<file path="src/rtl/sd_tmo_pkg.sv">
package sd_tmo_pkg;
    localparam int unsigned SEL_W   = 4;
    localparam int unsigned MAX_SEL = 14;

    typedef struct packed {
        logic tout;
        logic act;
    } flag_st_t;
endpackage

</file>
<file path="src/rtl/sd_tmo_thresh.sv">
module sd_tmo_thresh
    import sd_tmo_pkg::*;
#(
    parameter int unsigned BIAS  = 13,
    parameter int unsigned CNT_W = BIAS + MAX_SEL + 1
) (
    input  logic [SEL_W-1:0] sel_i,
    output logic [CNT_W-1:0] term_o
);
    localparam int unsigned EXP_W = $clog2(MAX_SEL + BIAS + 2);

    logic [SEL_W-1:0] eff_sel;
    logic [EXP_W-1:0] exp_w;

    always_comb begin
        eff_sel = (sel_i > SEL_W'(MAX_SEL)) ? SEL_W'(MAX_SEL) : sel_i;
        exp_w   = EXP_W'(eff_sel) + EXP_W'(BIAS);
    end

    // terminal count is 2^exp - 1: all bits below the exponent set
    for (genvar gi = 0; gi < CNT_W; gi++) begin : g_term
        assign term_o[gi] = (EXP_W'(gi) < exp_w);
    end
endmodule

</file>
<file path="src/rtl/sd_tmo_counter.sv">
module sd_tmo_counter #(
    parameter int unsigned CNT_W = 28
) (
    input  logic             clk,
    input  logic             rst_n,
    input  logic             tick_i,
    input  logic             restart_i,
    input  logic [CNT_W-1:0] term_i,
    output logic             expire_o
);
    typedef struct packed {
        logic [CNT_W-1:0] cnt;
    } cnt_st_t;

    cnt_st_t st_d, st_q;
    logic    hit;

    always_comb begin
        st_d     = st_q;
        hit      = (st_q.cnt >= term_i);
        expire_o = 1'b0;
        if (restart_i) begin
            st_d.cnt = '0;
        end else if (tick_i) begin
            if (hit) begin
                st_d.cnt = '0;
                expire_o = 1'b1;
            end else begin
                st_d.cnt = st_q.cnt + CNT_W'(1);
            end
        end
    end

    always_ff @(posedge clk or negedge rst_n) begin
        if (!rst_n) st_q <= '0;
        else        st_q <= st_d;
    end


    restart_clr_chk: assert property (@(posedge clk) disable iff (!rst_n)
        restart_i |=> (st_q.cnt == '0));


    idle_hold_chk: assert property (@(posedge clk) disable iff (!rst_n)
        (!tick_i && !restart_i) |=> $stable(st_q.cnt));
endmodule

</file>
<file path="src/rtl/sd_tmo_flags.sv">
module sd_tmo_flags
    import sd_tmo_pkg::*;
(
    input  logic clk,
    input  logic rst_n,
    input  logic cmd_i,
    input  logic end_i,
    input  logic expire_i,
    input  logic clr_i,
    output logic tout_o,
    output logic act_o
);
    flag_st_t st_d, st_q;

    always_comb begin
        st_d = st_q;
        if (expire_i)   st_d.tout = 1'b1;
        else if (clr_i) st_d.tout = 1'b0;
        if (cmd_i)                     st_d.act = 1'b1;
        else if (end_i || expire_i)    st_d.act = 1'b0;
    end

    always_ff @(posedge clk or negedge rst_n) begin
        if (!rst_n) st_q <= '0;
        else        st_q <= st_d;
    end

    assign tout_o = st_q.tout;
    assign act_o  = st_q.act;


    flag_sticky_chk: assert property (@(posedge clk) disable iff (!rst_n)
        (st_q.tout && !clr_i) |=> st_q.tout);


    flag_clear_chk: assert property (@(posedge clk) disable iff (!rst_n)
        (clr_i && !expire_i) |=> !st_q.tout);


    act_set_chk: assert property (@(posedge clk) disable iff (!rst_n)
        cmd_i |=> st_q.act);


    act_drop_chk: assert property (@(posedge clk) disable iff (!rst_n)
        (!cmd_i && (end_i || expire_i)) |=> !st_q.act);
endmodule

</file>
<file path="src/rtl/sd_data_timeout.sv">
module sd_data_timeout
    import sd_tmo_pkg::*;
#(
    parameter int unsigned BIAS = 13
) (
    input  logic             clk,
    input  logic             rst_n,
    input  logic             sd_clk_en,
    input  logic             data_wait,
    input  logic             blk_rcvd,
    input  logic             data_cmd,
    input  logic             xfer_end,
    input  logic [SEL_W-1:0] tmo_sel,
    input  logic             tmo_clr,
    output logic             tmo_flag,
    output logic             dat_active
);
    localparam int unsigned CNT_W = BIAS + MAX_SEL + 1;

    logic [CNT_W-1:0] term;
    logic             tick;
    logic             restart;
    logic             expire;

    assign tick    = sd_clk_en && data_wait && dat_active;
    assign restart = blk_rcvd || data_cmd;

    sd_tmo_thresh #(.BIAS(BIAS), .CNT_W(CNT_W)) u_thresh (
        .sel_i  (tmo_sel),
        .term_o (term)
    );

    sd_tmo_counter #(.CNT_W(CNT_W)) u_counter (
        .clk       (clk),
        .rst_n     (rst_n),
        .tick_i    (tick),
        .restart_i (restart),
        .term_i    (term),
        .expire_o  (expire)
    );

    sd_tmo_flags u_flags (
        .clk      (clk),
        .rst_n    (rst_n),
        .cmd_i    (data_cmd),
        .end_i    (xfer_end),
        .expire_i (expire),
        .clr_i    (tmo_clr),
        .tout_o   (tmo_flag),
        .act_o    (dat_active)
    );


    flag_source_chk: assert property (@(posedge clk) disable iff (!rst_n)
        $rose(tmo_flag) |-> $past(tick && !restart));
endmodule

</file>
<file path="config.mk">
export PLATFORM = sky130hd
export DESIGN_NAME = sd_data_timeout
export DESIGN_NICKNAME = d
export VERILOG_FILES = /design/src/rtl/sd_tmo_pkg.sv /design/src/rtl/sd_tmo_thresh.sv /design/src/rtl/sd_tmo_counter.sv /design/src/rtl/sd_tmo_flags.sv /design/src/rtl/sd_data_timeout.sv
export SDC_FILE = /design/constraint.sdc
export NUM_CORES = 1
export LEC_CHECK = 0
export ABC_AREA = 1
export BUFFER_PORTS_ARGS = -buffer_cell sky130_fd_sc_hd__buf_2
export CAP_MARGIN = 10
export CELL_PAD_IN_SITES_DETAIL_PLACEMENT = 0
export CELL_PAD_IN_SITES_GLOBAL_PLACEMENT = 1
export CORE_MARGIN = 2
export CORE_UTILIZATION = 25
export DETAILED_ROUTE_END_ITERATION = 16
export GPL_TIMING_DRIVEN = 0
export PLACE_DENSITY_LB_ADDON = 0.1
export SLEW_MARGIN = 0
export SYNTH_ARGS = -nofsm -noshare
export SYNTH_HDL_FRONTEND = slang
export SYNTH_SLANG_ARGS = --single-unit
</file>
<file path="constraint.sdc">
create_clock -name clk -period 3.6 [get_ports clk]
set_clock_uncertainty 0.2 [all_clocks]
set_input_delay 0.54 -clock clk [delete_from_list [all_inputs] [get_ports clk]]
set_output_delay 0.54 -clock clk [all_outputs]
set_load 0.02 [all_outputs]
</file>
==> key figures, run 1 <==
Critical path
  • CP max FO: 10
  • Worst endpoint data arrival time: 3340 ps
  • CP Class: in -> reg
  • Crit start category: input port
  • R2R cell count: 8
  • Critical Path RT: 3610 ps
  • CP Capture Type: flop

STA
  • Final Cycle Share: 92.4%
  • Fin Hold WS: 125 ps
  • RSZ-0062 raised after global routing: no
  • Endpoints failing hold: 0
  • Slew at the pin closest to its max-slew limit: ~740 ps
  • Fmax: 301 MHz
  • Relative slew slack: 50.9%
  • Final setup TNS: 0 ps
  • Endpoints failing setup: 0
  • Max-slew violations: 0
  • Crit path time final: ~3300 ps

Detailed routing
  • Routed vias: slightly below 3000
  • Routed WL: around 9300 µm
  • Post-DR wirelength/cell: roughly 15 µm
  • Final ANT Viol Nets: 0
  • Via density: 4.65
  • DRC Markers: 0
  • Iter 0 DRT Violations: 117
  • DR pass1 iterations: 4

Synth
  • Synth Area in Compound Gates: 7.40%
  • Share of the synthesized area in the top cell type: between 20% and 30%
  • Syn Std Cell Area: 2910 µm²
  • Seq/Total Area, Yosys: 25.8%
  • Largest family of logic cells by synthesized area: simple AND/OR/NAND/NOR gates
  • FFs w/ async S/R, synth: 100%
  • Post-Synth XOR/XNOR Area: 2.71%
  • Area leader, netlist: dfrtp_1
  • Avg Synthesized Cell Area: approximately 6.4 µm²
  • Synthesized flop and latch total: 30
  • Post-synthesis adder-cell area fraction: 12.9%
  • Post-synthesis instance total: 457
  • EDFF count, synth: 0
  • Post-synthesis mux area share: 0%
  • Yosys Warn Count: 0
  • Post-Synth Simple-Gate Area: 42.0%
  • Largest cells by area after synthesis: dfrtp_1, nand2_1, ha_1
  • Netlist cell types: 32
  • Primary FF master, synth: dfrtp_1

Placed design
  • Gp weighted congestion: between 0.8 and 0.9
  • Hpwl dp: between 7000 and 8000 µm
  • PortBufs: 13

GRT
  • Congestion Overflow GR: 0
  • Largest net degree at the start of global routing: 31
  • First-pass GRT wire length: ~15000 µm
  • All-Layer GR Usage: 15.7%
  • Vias in the first global route: approximately 2900
  • Antenna violations before repair: 0

Floorplanning
  • Die Y: 112 µm
  • Die Footprint: 12500 µm²
  • I/O pin cnt: 14
  • Die width: 112 µm
  • Area of the core: between 10000 and 15000 µm²
  • Row Count: 39
  • Starting Density: between 20% and 30%

Power and ir drop
  • PwrDens: 255 nW/µm²
  • VDD IR max: 148 µV
  • Leak: 0.00170 µW

Layout
  • Layout area overhead: 15.4%
  • Commonest non-fill, non-tap cells in the layout: nand2_1, inv_1, nor2_1
  • Antenna diodes: 0
  • Share of cells above drive strength 1: 9.17%
  • # nets final: roughly 520
  • Commonest non-fill, non-tap cell in the layout: nand2_1

Clock network
  • Num CTS Buffers: 5
  • TritonCTS Sinks: 30
  • CTS root buf: clkbuf_16
  • H-tree depth: 2
  • Clock transition at path regs: around 50 ps
  • CTS tree: done
  • Clk buf depth: 2
  • Worst-Skew Late Latency: 280 ps
  • Hold Buf Count CTS: 0

Status
  • Outcome: finished, final reports clean

Hold path
  • Hold crit path type: in -> async

Run
  • Max-cap viol count: 0
[per-stage QoR]
stage / instance area, µm² / power, µW / worst slack, ps / utilization [%] / instances
after global routing: 3360 / 900 / 11.8 / 29.5 / 623
after CTS: 3300 / 869 / 24.1 / 29.0 / 621
after floorplan: 2920 / 407 / 549 / - / 459
final: 3360 / 856 / 274 / 29.5 / 623
after detailed placement: 3160 / 445 / -355 / 27.8 / 615
after global placement: 3160 / 444 / -348 / 27.8 / 615
[sequential cells by signal (all words and copies together), names as in the netlist]
name            flops
u_counter.st_q     28
u_flags.tout_o      1
u_flags.act_o       1
[synthesized netlist by cell type, types with 2 or more instances]
| cell | number |
|---|---|
| a21oi_1 | 17 |
| a31oi_1 | 3 |
| buf_2 | 3 |
| buf_4 | 2 |
| buf_6 | 2 |
| clkbuf_1 | 3 |
| conb_1 | 2 |
| dfrtp_1 | 30 |
| ha_1 | 30 |
| inv_1 | 51 |
| nand2_1 | 168 |
| nand3_1 | 20 |
| nand3b_1 | 3 |
| nand4_1 | 25 |
| nor2_1 | 50 |
| nor2_2 | 7 |
| nor2_4 | 2 |
| nor3_1 | 6 |
| o21ai_0 | 11 |
| o21bai_1 | 2 |
| o22ai_1 | 2 |
| xor2_1 | 8 |
[final timing paths]
check | from | to | slack (ps)
setup / recovery | tmo_sel[3] | u_counter.st_q[1] | 270
hold / removal | rst_n | u_counter.st_q[6] | 130
setup reg to reg | u_counter.st_q[7] | u_counter.st_q[1] | 1460
hold reg to reg | u_flags.tout_o | u_flags.tout_o | 330
max in group asynchronous | rst_n | u_counter.st_q[16] | 2600
min in group clk | tmo_clr | u_flags.tout_o | 250
[routing by layer]
layer | part of all wire, % | track usage, % | routed length, µm
met3 | 1.9 | 1.69 | 179
met4 | 1.5 | 4.28 | 141
met5 | 0 | 0 | 0
met1 | 48 | 20.7 | 4420
met2 | 49 | 27.4 | 4520
[worst max-delay path, cell delays in order]
cell and delay (ps):
buf_2 140, nand3_1 100, nand2_2 110, inv_1 80, ha_1 190, or2_1 250
nor2_4 170, inv_1 100, buf_2 200, nor2_1 110, ha_1 250, a21o_1 170
o21ai_0 190, nand3_1 130, nand2_1 170, clkbuf_4 260, nand4_1 90, nand2_1 80
[timing repair]
item / 4_1_cts / 5_1_grt
resized for setup: 1 / 11
endpoints found under the setup margin: 2 / 30
buffers inserted: 0 / 2
pin swaps: 0 / 3
[report_power, final]
group | internal (µW) | total (µW) | switching (µW)
sequential | 339 | 340 | 1.38
clock | 267 | 413 | 146
combinational | 32.7 | 103 | 70.2
[area by class of cell]
class                      instances  area [µm²]
buffer                            10        72.6
clock buffer                       6         139
inverter                          52         195
sequential                        30         751
tap                              143         179
fill                            1286        8010
multi-input combinational        367        1940
timing repair buffer              15        80.1
[logic make-up after synthesis]
| group | count (synthesis) |
|---|---|
| AOI/OAI and AO/OA | 39 |
| xor gates and xnor gates | 9 |
| adders and majority gates | 30 |
| buffers and inverters | 62 |
| DFF | 30 |
| other | 2 |
| and+or+nand+nor | 285 |
Note: power is estimated with default switching activity, not from simulation.
==> inputs of run 2 (changes only) <==
--- a/config.mk
+++ b/config.mk
@@ -15,6 +15,7 @@
 export DETAILED_ROUTE_END_ITERATION = 16
 export GPL_TIMING_DRIVEN = 0
 export PLACE_DENSITY_LB_ADDON = 0.1
+export SETUP_SLACK_MARGIN = 0.05
 export SLEW_MARGIN = 0
 export SYNTH_ARGS = -nofsm -noshare
 export SYNTH_HDL_FRONTEND = slang
==> constraint.sdc (replaced) <==
create_clock -name clk -period 3.14 [get_ports clk]
set_clock_uncertainty 0.2 [all_clocks]
set_input_delay 0.471 -clock clk [delete_from_list [all_inputs] [get_ports clk]]
set_output_delay 0.471 -clock clk [all_outputs]
set_load 0.02 [all_outputs]
==> key figures, run 2 (synthesis gave the netlist of run 1 again) <==
Detailed routing
  • Routed vias: about 3000
  • Post-DR wirelength/cell: 15.2 µm
  • DR pass1 iterations: 4
  • DRC Markers: 0
  • Final ANT Viol Nets: 0
  • Routed WL: 9640 µm
  • Via density: 4.70
  • Iter 0 DRT Violations: 116

Clock network
  • TritonCTS Sinks: 30
  • Worst-Skew Late Latency: 280 ps
  • CTS tree: done
  • Clk buf depth: 2
  • CTS root buf: clkbuf_16
  • H-tree depth: 2
  • Clock transition at path regs: 50 ps
  • Num CTS Buffers: 5
  • Hold Buf Count CTS: 0

GRT
  • Largest net degree at the start of global routing: 31
  • Congestion Overflow GR: 0
  • First-pass GRT wire length: 15500 µm
  • Vias in the first global route: 2908
  • All-Layer GR Usage: between 15 and 20%
  • Antenna violations before repair: 0

STA
  • Max-slew violations: 0
  • Crit path time final: 2970 ps
  • Fmax: 336 MHz
  • Slew at the pin closest to its max-slew limit: 740 ps
  • RSZ-0062 raised after global routing: yes
  • Final Cycle Share: a little over nine tenths
  • Endpoints failing hold: 0
  • Relative slew slack: between 50 and 60%
  • Endpoints failing setup: 0

Critical path
  • CP max FO: 8
  • R2R Setup Slk: 1020 ps
  • Crit start category: input port
  • RR Startpoint: u_counter.st_q[23]
  • R2R cell count: 11
  • CP Capture Point: u_flags.tout_o
  • Crit path launch: tmo_sel[1]
  • Critical Path RT: 3110 ps
  • CP Class: in -> reg
  • RR Endpoint: u_flags.tout_o
  • Worst endpoint data arrival time: 2940 ps
  • CP Capture Type: flop

Power and ir drop
  • VDD IR max: 172 µV
  • Total power: 1030 µW
  • PwrDens: approximately 280 nW/µm²
  • Leak: 0.00182 µW

Hold path
  • Hold crit path type: in -> async

Floorplanning
  • I/O pin cnt: 14
  • Area of the core: ~11000 µm²
  • Die Footprint: 12500 µm²
  • Die width: 112 µm
  • Die Y: 112 µm
  • Starting Density: 25.6%
  • Row Count: 39

Layout
  • Max FFs per register: 28
  • Layout area overhead: 25.8%
  • Fin util: 32.2%
  • # nets final: 534
  • Commonest non-fill, non-tap cell in the layout: nand2_1
  • Share of cells above drive strength 1: 17.3%
  • Commonest non-fill, non-tap cells in the layout: nand2_1, nor2_1, inv_1
  • Antenna diodes: 0
  • Biggest register: u_counter.st_q

Placed design
  • Hpwl dp: 7430 µm
  • Gp weighted congestion: 0.808
  • PortBufs: 13

Run
  • Max-cap viol count: 0

Status
  • Outcome: finished, final reports clean
-- run 2: changes by cell type in the layout (fill, tap and decap cells not counted), sizes merged --
| cell | delta |
|---|---|
| buf | +11 |
-- run 2: worst min path at each step --
stage                        endpoint  slack (ps)  cells after the start
floorplan           u_counter.st_q[0]         -20                      0
global placement       u_flags.tout_o         320                      2
detailed placement     u_flags.tout_o         320                      2
CTS                 u_counter.st_q[9]          90                      1
global route        u_counter.st_q[6]         120                      1
finish              u_counter.st_q[6]          60                      1
-- run 2: area by class of cell --
cell class	count	area (µm²)
Tap cell	143	179
Sequential cell	30	751
Fill cell	1262	7710
Buffer	10	93.8
Inverter	52	198
Clock buffer	6	139
Timing Repair Buffer	26	221
Multi-Input combinational cell	367	2080
-- run 2: layer usage --
metal | vias to the layer above | track usage (%) | share of wire [%]
met5 | - | 0 | 0
met4 | 0 | 4.28 | 1.5
met3 | 10 | 1.69 | 1.6
met2 | 31 | 27.6 | 49
met1 | 1391 | 20.8 | 47
li1 | 1546 | - | -
-- run 2: what timing repair did --
item                                    in CTS  in global routing
setup buffers                                3                  7
pin swaps                                    8                 33
cloned                                       0                  3
gates resized for setup                     25                 50
endpoints found under the setup margin      30                 30
-- run 2: worst max-delay path, stage by stage --
cell and delay (ps):
buf_8 80, nand3_2 70, nand2_2 70, inv_2 60, ha_4 150, or2_4 270
nor2_4 180, inv_4 80, buf_8 140, a31oi_4 200, ha_4 230, nand2_2 60
nor2_2 50, nand2_2 80, nor2_1 40, nand2_1 70, nand2_2 60, nor2_4 250
nand2_4 160, nand2_4 120, o21ai_2 50
-- run 2: power breakdown --
group          internal, µW  switching [µW]
Sequential              389            1.58
Combinational          65.1            97.0
Clock                   306             169
-- run 2: stage by stage --
step                      hold WS [ps]  std cells  setup TNS [ps]  instance area, µm²  setup WS (ps)
after global routing               124        634               0                3660           9.32
final                             57.4        634               0                3660            166
after floorplan                  -24.6        459               0                2920            158
after CTS                         88.9        624               0                3400           72.8
after global placement             315        615          -16430                3160           -739
after detailed placement           318        615          -16870                3160           -746
